### config.mk
export PLATFORM = sky130hd
export DESIGN_NAME = ep_ctl_mode_reg
export DESIGN_NICKNAME = d
export VERILOG_FILES = /design/src/rtl/ep_mode_pkg.sv /design/src/rtl/ep_resp_decode.sv /design/src/rtl/ep_lock_ctrl.sv /design/src/rtl/ep_stall_timer.sv /design/src/rtl/ep_ctl_mode_reg.sv
export SDC_FILE = /design/constraint.sdc
export NUM_CORES = 1
export LEC_CHECK = 0
export ABC_AREA = 1
export BUFFER_PORTS_ARGS = -buffer_cell sky130_fd_sc_hd__buf_4
export CAP_MARGIN = 20
export CORE_MARGIN = 2
export CORE_UTILIZATION = 59
export CTS_BUF_LIST = sky130_fd_sc_hd__clkbuf_4
export DETAILED_ROUTE_END_ITERATION = 10
export PLACE_DENSITY = 0.95
export SYNTH_ARGS = -nofsm -noshare
export SYNTH_HDL_FRONTEND = slang
export SYNTH_SLANG_ARGS = --single-unit
### constraint.sdc
create_clock -name clk -period 3.3 [get_ports clk]
set_clock_uncertainty 0.1 [all_clocks]
set_input_delay 0.66 -clock clk [delete_from_list [all_inputs] [get_ports clk]]
set_output_delay 0.66 -clock clk [all_outputs]
set_load 0.01 [all_outputs]
### src/rtl/ep_mode_pkg.sv
package ep_mode_pkg;

    localparam int MODE_W = 4;

    typedef enum logic [1:0] {
        TOK_SETUP = 2'd0,
        TOK_IN    = 2'd1,
        TOK_OUT   = 2'd2,
        TOK_RSVD  = 2'd3
    } tok_kind_e;

    typedef enum logic [1:0] {
        RESP_NONE  = 2'd0,
        RESP_ACK   = 2'd1,
        RESP_NAK   = 2'd2,
        RESP_STALL = 2'd3
    } resp_e;

    typedef enum logic [MODE_W-1:0] {
        MD_OFF        = 4'h0,
        MD_NAK_BOTH   = 4'h1,
        MD_STALL_BOTH = 4'h2,
        MD_ACK_OUT    = 4'h3,
        MD_STATUS_OUT = 4'h6,
        MD_ACK_IN     = 4'h7,
        MD_IN_STATUS  = 4'hF
    } mode_e;

    typedef struct packed {
        logic             cpu_flag;
        logic             dval;
        logic             setup;
        logic             acked;
        logic [MODE_W-1:0] mode;
    } ep_reg_t;

    function automatic resp_e decode_resp(logic [MODE_W-1:0] m, tok_kind_e t);
        resp_e r;
        r = RESP_NONE;
        if (t != TOK_RSVD) begin
            case (m)
                MD_NAK_BOTH:   r = (t == TOK_SETUP) ? RESP_ACK : RESP_NAK;
                MD_STALL_BOTH: r = (t == TOK_SETUP) ? RESP_ACK : RESP_STALL;
                MD_ACK_OUT:    r = (t == TOK_IN) ? RESP_NAK : RESP_ACK;
                MD_STATUS_OUT: r = (t == TOK_IN) ? RESP_STALL : RESP_ACK;
                MD_ACK_IN:     r = (t == TOK_OUT) ? RESP_NAK : RESP_ACK;
                MD_IN_STATUS:  r = RESP_ACK;
                default:       r = RESP_NONE;
            endcase
        end
        return r;
    endfunction

    function automatic logic [MODE_W-1:0] next_mode(logic [MODE_W-1:0] m, tok_kind_e t);
        if (t == TOK_IN && m == MD_IN_STATUS)
            return MD_STATUS_OUT;
        return MD_NAK_BOTH;
    endfunction

endpackage

### src/rtl/ep_resp_decode.sv
module ep_resp_decode
    import ep_mode_pkg::*;
(
    input  logic [MODE_W-1:0] mode,
    input  tok_kind_e         tok,
    output resp_e             resp
);
    always_comb resp = decode_resp(mode, tok);
endmodule

### src/rtl/ep_lock_ctrl.sv
module ep_lock_ctrl (
    input  logic clk,
    input  logic rst,
    input  logic eng_upd,
    input  logic cpu_rd,
    output logic locked
);
    always_ff @(posedge clk) begin
        if (rst)
            locked <= 1'b0;
        else if (eng_upd)
            locked <= 1'b1;
        else if (cpu_rd)
            locked <= 1'b0;
    end
endmodule

### src/rtl/ep_stall_timer.sv
module ep_stall_timer #(
    parameter int CYC_PER_BYTE = 3,
    parameter int CNT_W        = 5
) (
    input  logic clk,
    input  logic rst,
    input  logic byte_wr,
    output logic stall
);
    localparam logic [CNT_W:0] MAX_CNT = {1'b0, {CNT_W{1'b1}}};
    localparam logic [CNT_W:0] ADD     = CYC_PER_BYTE[CNT_W:0];

    generate
        if (CYC_PER_BYTE == 0) begin : g_none
            assign stall = 1'b0;
        end else begin : g_cnt
            logic [CNT_W-1:0] cnt_q;
            logic [CNT_W:0]   sum;

            always_comb begin
                sum = {1'b0, cnt_q};
                if (cnt_q != '0) sum = sum - 1'b1;
                if (byte_wr)     sum = sum + ADD;
                if (sum > MAX_CNT) sum = MAX_CNT;
            end

            always_ff @(posedge clk) begin
                if (rst) cnt_q <= '0;
                else     cnt_q <= sum[CNT_W-1:0];
            end

            assign stall = (cnt_q != '0);
        end
    endgenerate
endmodule

### src/rtl/ep_ctl_mode_reg.sv
module ep_ctl_mode_reg
    import ep_mode_pkg::*;
#(
    parameter int STALL_PER_BYTE = 3,
    parameter int STALL_CNT_W    = 5
) (
    input  logic       clk,
    input  logic       rst,
    input  logic       cpu_wr,
    input  logic [7:0] cpu_wdata,
    input  logic       cpu_rd,
    output logic [7:0] cpu_rdata,
    output logic       wr_locked,
    input  logic       tok_done,
    input  logic [1:0] tok_type,
    input  logic       crc_ok,
    output logic [1:0] tok_resp,
    input  logic       hs_done,
    input  logic       hs_ack,
    output logic       ep_irq,
    input  logic       fifo_wr,
    output logic       cpu_stall
);
    ep_reg_t   reg_q, reg_d;
    resp_e     resp;
    tok_kind_e tok;
    logic      pend_q;
    tok_kind_e pend_tok_q;
    resp_e     pend_resp_q;
    logic      tok_acc, hs_fire, eng_upd, ack_ok;

    assign tok = tok_kind_e'(tok_type);

    ep_resp_decode u_dec (
        .mode (reg_q.mode),
        .tok  (tok),
        .resp (resp)
    );

    assign tok_acc = tok_done && (resp != RESP_NONE);
    assign hs_fire = hs_done && pend_q;
    assign eng_upd = tok_acc || hs_fire;
    assign ack_ok  = (pend_resp_q == RESP_ACK) && hs_ack;

    always_comb begin
        reg_d = reg_q;
        if (cpu_wr) begin
            reg_d.cpu_flag = cpu_wdata[7];
            if (!wr_locked && !eng_upd)
                reg_d[6:0] = cpu_wdata[6:0];
        end
        if (hs_fire) begin
            reg_d.acked = ack_ok;
            if (ack_ok)
                reg_d.mode = next_mode(reg_q.mode, pend_tok_q);
        end
        if (tok_acc) begin
            reg_d.setup = (tok == TOK_SETUP);
            reg_d.dval  = crc_ok && (tok != TOK_IN) && (resp == RESP_ACK);
            reg_d.acked = 1'b0;
        end
    end

    always_ff @(posedge clk) begin
        if (rst) begin
            reg_q       <= '0;
            pend_q      <= 1'b0;
            pend_tok_q  <= TOK_SETUP;
            pend_resp_q <= RESP_NONE;
            ep_irq      <= 1'b0;
        end else begin
            reg_q  <= reg_d;
            ep_irq <= hs_fire;
            if (tok_acc) begin
                pend_q      <= 1'b1;
                pend_tok_q  <= tok;
                pend_resp_q <= resp;
            end else if (hs_fire) begin
                pend_q <= 1'b0;
            end
        end
    end

    ep_lock_ctrl u_lock (
        .clk     (clk),
        .rst     (rst),
        .eng_upd (eng_upd),
        .cpu_rd  (cpu_rd),
        .locked  (wr_locked)
    );

    ep_stall_timer #(
        .CYC_PER_BYTE (STALL_PER_BYTE),
        .CNT_W        (STALL_CNT_W)
    ) u_stall (
        .clk     (clk),
        .rst     (rst),
        .byte_wr (fifo_wr),
        .stall   (cpu_stall)
    );

    assign cpu_rdata = reg_q;
    assign tok_resp  = resp;
endmodule

==> out/results.txt, run 1 <==
Multi-input gate area = 737 um^2
Netlist cell types = 33
H-tree levels = 1
row cnt = 17
first-pass GRT wire length = 4.60 mm
I/O pin cnt = 32
slowest CP cell = nor2_1
Total GRT Usage = 23.0%
outcome = completed
share of layout cells above drive strength 1 = 26.8%
Die Ht = 51.1 um
proportion of netlist area held by the largest area contributor = 30.7%
Finish-stage setup viols = 0
Critical Path Fanout Max = 6
maximum VDD drop = 0.000621 V
Starting Density = 60.8%
critical path buffer and inverter count = 2
crit path DAT = 1.51 ns
synthesized area = 1310 um^2
core region area = 2150 um^2
Buffers on Ports = 31
startpoint types = primary input
Lkg Pwr = 0.000831 uW
Max Fclk = 0.441 GHz
Syn Area/Cell = 6.91 um^2
ANT nets after route = 0
EDFF count, synth = 0
Final min period = 2.27 ns
Starting DRT DRC Count = 25
slew margin rel. = 68.6%
Worst path most repeated cell = buf_4
DP Wirelength = 2.14 mm
cts hold-fix bufs = 0
Slew Limit Fails = 0
Final Hold Violating Endpoints = 0
largest net degree at the start of global routing = 20
#FFs+latches synth = 20
Nets = 242
RSZ-0062 raised after global routing = false
CTS root buffer = clkbuf_4
Synth warnings = 0
CP top delay family = simple AND/OR/NAND/NOR gates
Post-CTS Resized = 0
number of global-route vias before repair = 1186
Synth Instances = 189
largest cells by area after synthesis = dfxtp_1 (31%), nand2_1 (11%), inv_1 (9.8%), nor2_1 (5.2%), nand3_1 (4.2%)
crit path kind = in -> out
crit-path cells = buf_4 -> nor2_1 -> nand3b_1 -> nand3_1 -> and2_1 -> buf_4
number of diodes = 0
Async SR Flop Fraction = 0%
Sequential Area = 400 um^2
Worst-Margin Slew = 0.469 ns
via density per instance = 5.20
post-CTS setup buffer count = 0
pwr/cell area = 634 nW/um^2
Clk pin slew, worst setup/hold paths = 0.11 ns
Max-cap violations = 0
Clock Sinks = 20
placer congestion estimate = 0.870
CTS tree = yes
leading area contributor after synthesis = dfxtp_1
Tot Pwr = 995 uW
critical path's largest stage delay = 0.18 ns
Area Growth Syn to Fin = 20.1%
Die Wd = 51.1 um
Mapped Nets = 210
CTS Buffer Depth = 2
Worst setup EP type = primary output
Vias = 1289
DR WL/cell = 10.9 um
First-pass DRT Iterations = 4
total CTS buffers = 3
DR DRC count = 0
sequential share of the synthesized area = 30.7%
Worst Hold Class = reg -> reg
period utilization = 68.7%
Fin Setup TNS = 0 ns
gr ovfl total = 0
top-count cell post-synth = nand2_1
die area = 2610 um^2
fill count = 175
initial antenna violation count = 0
insertion delay of the later-clocked pin in the worst-skew pair = 0.30 ns
Commonest cells post-synth = nand2_1 (40), inv_1 (34), dfxtp_1 (20), nor2_1 (18), nand3_1 (11)
Detailed Route WL = 2.71 mm
Main synth FF type = dfxtp_1
Critical Path RT = 2.54 ns
## state kept, by name, indices dropped and copies added (netlist names)
| signal | count |
|---|---|
| ep_irq | 1 |
| u_lock.locked | 1 |
| u_stall.g_cnt.cnt_q | 5 |
| pend_resp_q | 2 |
| pend_tok_q | 2 |
| cpu_rdata | 8 |
| pend_q | 1 |
## layer usage
layer / share of wire (%) / track usage (%) / vias up
met1: 43 / 27.8 / 577
met4: 1.3 / 9.46 / 0
li1: - / - / 659
met2: 48 / 40.5 / 48
met3: 7.2 / 3.51 / 5
met5: 0 / 0 / -
## report_power, final
| part | switching, uW | internal (uW) | leakage, uW |
|---|---|---|---|
| registers | 34.9 | 285 | 0.000165 |
| logic | 326 | 231 | 0.000651 |
| clock network | 74.2 | 44.1 | 0.0000154 |
## path summary, 6_finish.rpt
kind | from | to | slack [ns] | cells after the start
max reg2reg | u_stall.g_cnt.cnt_q[0] | u_stall.g_cnt.cnt_q[4] | 1.29 | 13
min reg2reg | pend_tok_q[0] | pend_tok_q[0] | 0.36 | 2
min | pend_tok_q[0] | pend_tok_q[0] | 0.36 | 2
max | tok_type[0] | tok_resp[1] | 1.03 | 6
## worst reg2reg max path, cell delays in order (launching register included)
cell	delay (ns)
dfxtp_1	0.31
inv_1	0.12
ha_1	0.24
inv_2	0.06
nor2_4	0.10
nand2_4	0.09
nand2_1	0.09
o21ai_2	0.08
ha_1	0.21
inv_1	0.06
nand2_1	0.07
nor2_1	0.12
xor2_1	0.19
a21oi_2	0.07
## per-stage QoR
| stage | cells | util (%) | instance area (um^2) | worst slack (ns) | hold slack [ns] |
|---|---|---|---|---|---|
| after floorplan | 189 | - | 1310 | 1.36 | 0.324 |
| after global placement | 244 | 71.8 | 1540 | 1.09 | 0.339 |
| after detailed placement | 244 | 71.8 | 1540 | 1.05 | 0.351 |
| after CTS | 248 | 73.0 | 1570 | 1.03 | 0.365 |
| after global routing | 248 | 73.0 | 1570 | 0.923 | 0.405 |
| final | 248 | 73.0 | 1570 | 1.03 | 0.361 |
## cell type report
type / instances / share of cell area [%]
Sequential cell: 20 / 25.5
Timing Repair Buffer: 31 / 14.8
Clock buffer: 3 / 1.44
Multi-Input combinational cell: 129 / 47.0
Clock inverter: 1 / 0.239
Tap cell: 28 / 2.23
Inverter: 36 / 8.77
## cell usage in the layout, fill, tap and decap left out, drive strengths merged
cell type  count
ha             2
nand4          7
o311ai         1
clkinv         1
inv           36
nor2          24
nand3b         1
o21ai          9
xnor2          1
o21bai         1
a21oi         12
a211oi         1
mux2i          1
xor2           5
buf           31
nand2         47
nand3         15
and2           1
dfxtp         20
clkbuf         3
nor4           1
## cell families (layout without fill, tap and decap cells)
logic type / after synthesis / after routing / synth area share [%]
simple gates: 96 / 96 / 37.7
xor+xnor: 6 / 6 / 4.60
buf+inv: 40 / 71 / 12.9
compound gates: 24 / 24 / 11.4
mux: 1 / 1 / 0.766
fa+ha+maj: 2 / 2 / 1.92
flops: 20 / 20 / 30.7
(Power assumes the default switching activity.)
==> run 2: changes to the inputs <==
--- a/config.mk
+++ b/config.mk
@@ -9,10 +9,10 @@
 export BUFFER_PORTS_ARGS = -buffer_cell sky130_fd_sc_hd__buf_4
 export CAP_MARGIN = 20
 export CORE_MARGIN = 2
-export CORE_UTILIZATION = 59
+export CORE_UTILIZATION = 55
 export CTS_BUF_LIST = sky130_fd_sc_hd__clkbuf_4
 export DETAILED_ROUTE_END_ITERATION = 10
-export PLACE_DENSITY = 0.95
+export PLACE_DENSITY = 0.9
 export SYNTH_ARGS = -nofsm -noshare
 export SYNTH_HDL_FRONTEND = slang
 export SYNTH_SLANG_ARGS = --single-unit
==> constraint.sdc (replaced) <==
create_clock -name clk -period 2.2 [get_ports clk]
set_clock_uncertainty 0.1 [all_clocks]
set_input_delay 0.44 -clock clk [delete_from_list [all_inputs] [get_ports clk]]
set_output_delay 0.44 -clock clk [all_outputs]
set_load 0.01 [all_outputs]
==> out/results.txt, run 2 (synthesized netlist as in run 1, its figures left out) <==
Worst-Margin Slew = 0.513 ns (+0.0434 ns)
RR Endpoint = u_stall.g_cnt.cnt_q[4]
insertion delay of the later-clocked pin in the worst-skew pair = 0.29 ns (about the same)
outcome = completed
commonest non-fill, non-tap cell in the layout = nand2_1
die area = 2780 um^2 (+6.7%)
Max-cap violations = 0 (unchanged)
Worst Hold Class = in -> reg
DR DRC count = 0 (unchanged)
total CTS buffers = 3 (unchanged)
core region area = 2230 um^2 (+4.0%)
placer congestion estimate = 0.818 (-5.9%)
R2R cell count = 12 (-1)
Reg-to-Reg Start = u_stall.g_cnt.cnt_q[0]
maximum VDD drop = 0.00101 V (+63%)
pre-CTS WS = 0.215 ns (-0.836 ns)
most used routing layer = met2
Worst setup EP type = primary output
Area Growth Syn to Fin = 20.5%
Buffers on Ports = 31 (unchanged)
Fin Setup TNS = 0 ns (unchanged)
Vias = 1248 (-3.2%)
Total GRT Usage = 23.3% (+0.26 points)
Die Wd = 52.7 um (+3.3%)
Detailed Route WL = 2.81 mm (+3.6%)
Die Ht = 52.7 um (+3.3%)
RSZ-0062 raised after global routing = false
reg2reg setup slack = 0.20 ns (-1.09 ns)
first-pass GRT wire length = 4.84 mm (+5.2%)
Clk pin slew, worst setup/hold paths = 0.11 ns (about the same)
H-tree levels = 1 (unchanged)
Critical Path Fanout Max = 4 (-2)
Final min period = 2.02 ns
period utilization = 91.9%
CTS Buffer Depth = 2 (unchanged)
most frequent cells in the layout = nand2_1 (40), inv_1 (34), buf_4 (32)
via density per instance = 5.03 (-3.2%)
slew margin rel. = 65.7% (-2.9 points)
initial antenna violation count = 0 (unchanged)
met3 usage in global routing = 1.71% (-1.8 points)
crit path kind = reg -> out
CTS root buffer = clkbuf_4
ANT nets after route = 0 (unchanged)
post-CTS setup buffer count = 0 (unchanged)
Max Fclk = 0.495 GHz
Starting DRT DRC Count = 32 (+28%)
hold depth = 2 (unchanged)
CTS tree = yes
Lkg Pwr = 0.000834 uW (+0.35%)
First-pass DRT Iterations = 4 (unchanged)
I/O pin cnt = 32 (unchanged)
fill count = 202 (+15%)
cts hold-fix bufs = 0 (unchanged)
startpoint types = flop
row cnt = 17 (unchanged)
max reg flops = 8 (unchanged)
number of global-route vias before repair = 1182 (-0.34%)
post-route setup slack = 0.178 ns (-0.854 ns)
Starting Density = 58.5% (-2.3 points)
DR WL/cell = 11.3 um (+3.6%)
number of diodes = 0 (unchanged)
share of layout cells above drive strength 1 = 27.7% (+0.91 points)
pwr/cell area = 956 nW/um^2 (+51%)
Critical Path RT = 1.66 ns (-0.88 ns)
DP Wirelength = 2.19 mm (+2.5%)
met1 usage = 28.5% (+0.64 points)
crit path DAT = 1.48 ns (-0.03 ns)
Tot Pwr = 1500 uW (+51%)
hold path start = rst
hold path endpoint = cpu_rdata[0]
Finish-stage setup viols = 0 (unchanged)
largest net degree at the start of global routing = 20 (unchanged)
Clock Sinks = 20 (unchanged)
Nets = 243 (+0.41%)
Slew Limit Fails = 0 (unchanged)
met2 GRT Util = 42.5% (+2.0 points)
Critical path origin = cpu_rdata[3]
Final Hold Violating Endpoints = 0 (unchanged)
gr ovfl total = 0 (unchanged)
run 2: cell types whose count changed in the layout (fill, tap and decap cells not counted):
cell / before / now
dfxtp_1: 20 / 19
clkinv_1: 1 / 0
buf_4: 31 / 32
dfxtp_2: 0 / 1
run 2: metal layers:
metal / vias to the layer above / share of wire [%]
li1: 660 / -
met1: 551 / 45
met2: 33 / 50
met3: 4 / 4.5
met4: 0 / 1.4
met5: - / 0
run 2: final cells by class:
class	count	area, um^2	area share (%)
flip-flops and latches	20	402	25.5
clock buffers	3	22.5	1.43
well taps	28	35.0	2.23
multi-input cells	129	737	46.8
repair buffers	32	240	15.3
inverters	36	138	8.74
run 2: how the worst max path moves through the flow:
stage          depth (start not counted)                      to  slack [ns]
2_1_floorplan                         12  u_stall.g_cnt.cnt_q[4]        0.31
3_3_place_gp                          12  u_stall.g_cnt.cnt_q[4]        0.29
3_5_place_dp                          12  u_stall.g_cnt.cnt_q[4]        0.21
4_1_cts                                7             tok_resp[1]        0.13
5_1_grt                                7             tok_resp[1]        0.05
6_report                               7             tok_resp[1]        0.18
run 2: worst max-delay path, stage by stage (launching register included):
cell      delay, ns
dfxtp_1        0.39
inv_1          0.10
nand2_1        0.09
nor2_1         0.06
o21bai_1       0.14
nand3_1        0.10
and2_1         0.17
buf_4          0.14
run 2: power breakdown:
group	switching (uW)	internal (uW)	leakage, uW
registers	52.2	428	0.000165
logic	505	350	0.000655
clock network	107	63.7	0.0000138
total	664	841	0.000834
run 2: what timing repair did:
action / CTS / global route
resized for setup: 0 / 1
endpoints found under the setup margin: 0 / 1
hold endpoints to repair: 0 / 0
run 2: stage by stage:
stage                     hold WS, ns  cells  cell area [um^2]  utilization (%)
final                           0.259    248              1570             70.5
after global routing            0.251    248              1570             70.5
after detailed placement        0.340    245              1550             69.4
after CTS                       0.260    248              1570             70.4
after floorplan                 0.324    189              1310                -
after global placement          0.335    245              1550             69.4
==> run 3: changes to the inputs <==
--- a/config.mk
+++ b/config.mk
@@ -9,10 +9,10 @@
 export BUFFER_PORTS_ARGS = -buffer_cell sky130_fd_sc_hd__buf_4
 export CAP_MARGIN = 20
 export CORE_MARGIN = 2
-export CORE_UTILIZATION = 55
-export CTS_BUF_LIST = sky130_fd_sc_hd__clkbuf_4
+export CORE_UTILIZATION = 52
+export CTS_BUF_LIST = sky130_fd_sc_hd__clkbuf_4 sky130_fd_sc_hd__clkbuf_8 sky130_fd_sc_hd__clkbuf_16
 export DETAILED_ROUTE_END_ITERATION = 10
-export PLACE_DENSITY = 0.9
+export PLACE_DENSITY = 0.86
 export SYNTH_ARGS = -nofsm -noshare
 export SYNTH_HDL_FRONTEND = slang
 export SYNTH_SLANG_ARGS = --single-unit
==> out/results.txt, run 3 (synthesized netlist as in run 1, its figures left out) <==
outcome = completed
Worst Hold Class = in -> reg
CTS Buffer Depth = 2 (unchanged)
Critical Path RT = 1.66 ns (about the same)
fill count = 227 (+12%)
die area = 2930 um^2 (+5.3%)
placer congestion estimate = 0.768 (-6.1%)
slew margin rel. = 64.3% (-1.4 points)
max reg flops = 8 (unchanged)
row cnt = 18 (+1)
CTS tree = yes
Detailed Route WL = 2.68 mm (-4.3%)
Clock Sinks = 20 (unchanged)
gr ovfl total = 0 (unchanged)
commonest non-fill, non-tap cell in the layout = nand2_1
Die Ht = 54.1 um (+2.6%)
Final Hold Violating Endpoints = 0 (unchanged)
placed insts = 247 (+0.82%)
crit path DAT = 1.50 ns (+0.02 ns)
DP Wirelength = 2.12 mm (-3.3%)
via density per instance = 5.05 (+0.31%)
CTS root buffer = clkbuf_4
Post-CTS Resized = 0 (unchanged)
Clk pin slew, worst setup/hold paths = 0.11 ns (about the same)
Critical path origin = cpu_rdata[1]
post-route setup slack = 0.161 ns (-0.0173 ns)
Reg-to-Reg Start = u_stall.g_cnt.cnt_q[0]
Area Growth Syn to Fin = 20.8%
Setup crit end = tok_resp[0]
Starting DRT DRC Count = 29 (-9.4%)
I/O pin cnt = 32 (unchanged)
R2R cell count = 12 (unchanged)
Final min period = 2.04 ns (+0.0173 ns)
cts hold-fix bufs = 0 (unchanged)
Final Non-Filler Cells = 250 (+0.81%)
Starting Density = 53.7% (-4.8 points)
Slew Limit Fails = 0 (unchanged)
Vias = 1262 (+1.1%)
period utilization = 92.7% (+0.79 points)
DR WL/cell = 10.7 um (-5.1%)
Buffers on Ports = 31 (unchanged)
post-CTS setup buffer count = 0 (unchanged)
Nets = 243 (unchanged)
Max Fclk = 0.490 GHz (-0.85%)
most frequent cells in the layout = nand2_1 (40), inv_1 (34), buf_4 (32)
pwr/cell area = 945 nW/um^2 (-1.1%)
core region area = 2430 um^2 (+8.9%)
share of layout cells above drive strength 1 = 27.7% (unchanged)
reg2reg setup slack = 0.18 ns (-0.02 ns)
First-pass DRT Iterations = 5 (+1)
Die Wd = 54.1 um (+2.6%)
Fin Setup TNS = 0 ns (unchanged)
pre-CTS WS = 0.221 ns (+0.00609 ns)
DR DRC count = 0 (unchanged)
maximum VDD drop = 0.000736 V (-27%)
Tot Pwr = 1490 uW (-0.89%)
startpoint types = flop
largest net degree at the start of global routing = 20 (unchanged)
crit path kind = reg -> out
initial antenna violation count = 0 (unchanged)
number of diodes = 0 (unchanged)
first-pass GRT wire length = 4.42 mm (-8.6%)
Total GRT Usage = 20.4% (-2.9 points)
ANT nets after route = 0 (unchanged)
total CTS buffers = 3 (unchanged)
Worst setup EP type = primary output
RR Endpoint = u_stall.g_cnt.cnt_q[4]
H-tree levels = 1 (unchanged)
Finish-stage setup viols = 0 (unchanged)
Lkg Pwr = 0.000832 uW (-0.18%)
Max-cap violations = 0 (unchanged)
number of global-route vias before repair = 1115 (-5.7%)
Worst-Margin Slew = 0.534 ns (+0.0215 ns)
insertion delay of the later-clocked pin in the worst-skew pair = 0.30 ns (about the same)
Critical Path Fanout Max = 6 (+2)
RSZ-0062 raised after global routing = false
## run 3: cell count changes in the layout (fill, tap and decap cells not counted)
cell	change
dfxtp_2	-1
dfxtp_1	+1
ha_2	+1
ha_1	-1
## run 3: how the worst min path moves through the flow
stage                       start            end  slack, ns  cells after the start
floorplan           pend_tok_q[0]  pend_tok_q[0]       0.32                      2
global placement    pend_tok_q[0]  pend_tok_q[0]       0.34                      2
detailed placement  pend_tok_q[0]  pend_tok_q[0]       0.34                      2
CTS                           rst   cpu_rdata[0]       0.26                      2
global route                  rst   cpu_rdata[0]       0.26                      2
finish                        rst   cpu_rdata[0]       0.26                      2
## run 3: power by group
part           switching (uW)  internal [uW]  total, uW
clock                     107           63.8        171
sequential               54.0            427        481
combinational             487            352        839
total                     649            843       1490
## run 3: final cells by class
cell class	count	area (um^2)	share of cell area (%)
tap	30	37.5	2.38
sequential	20	400	25.4
timing repair buffer	32	240	15.2
multi-input combinational	129	739	46.9
clock buffer	3	22.5	1.43
inverter	36	138	8.72
## run 3: routing by layer
layer	track usage, %	part of all wire (%)	vias to the layer above	routed length (um)
met5	0	0	-	0
met4	9.17	1.9	0	52
met3	3.06	5.7	7	154
met2	33.7	45	48	1220
met1	25.8	47	546	1260
li1	-	-	661	-
## run 3: critical path, stage by stage, from the launching register on
cell and delay, ns:
dfxtp_1 0.45, nand2_1 0.11, nor2_1 0.17, o21ai_0 0.12
nand4_1 0.10, nand2_1 0.08, inv_1 0.06, buf_4 0.11
## run 3: metrics by stage
stage / hold slack (ns) / area [um^2] / util, %
final: 0.262 / 1580 / 64.9
after global routing: 0.255 / 1580 / 64.9
after CTS: 0.256 / 1580 / 64.8
after detailed placement: 0.341 / 1550 / 63.8
after global placement: 0.339 / 1550 / 63.8
after floorplan: 0.324 / 1310 / -
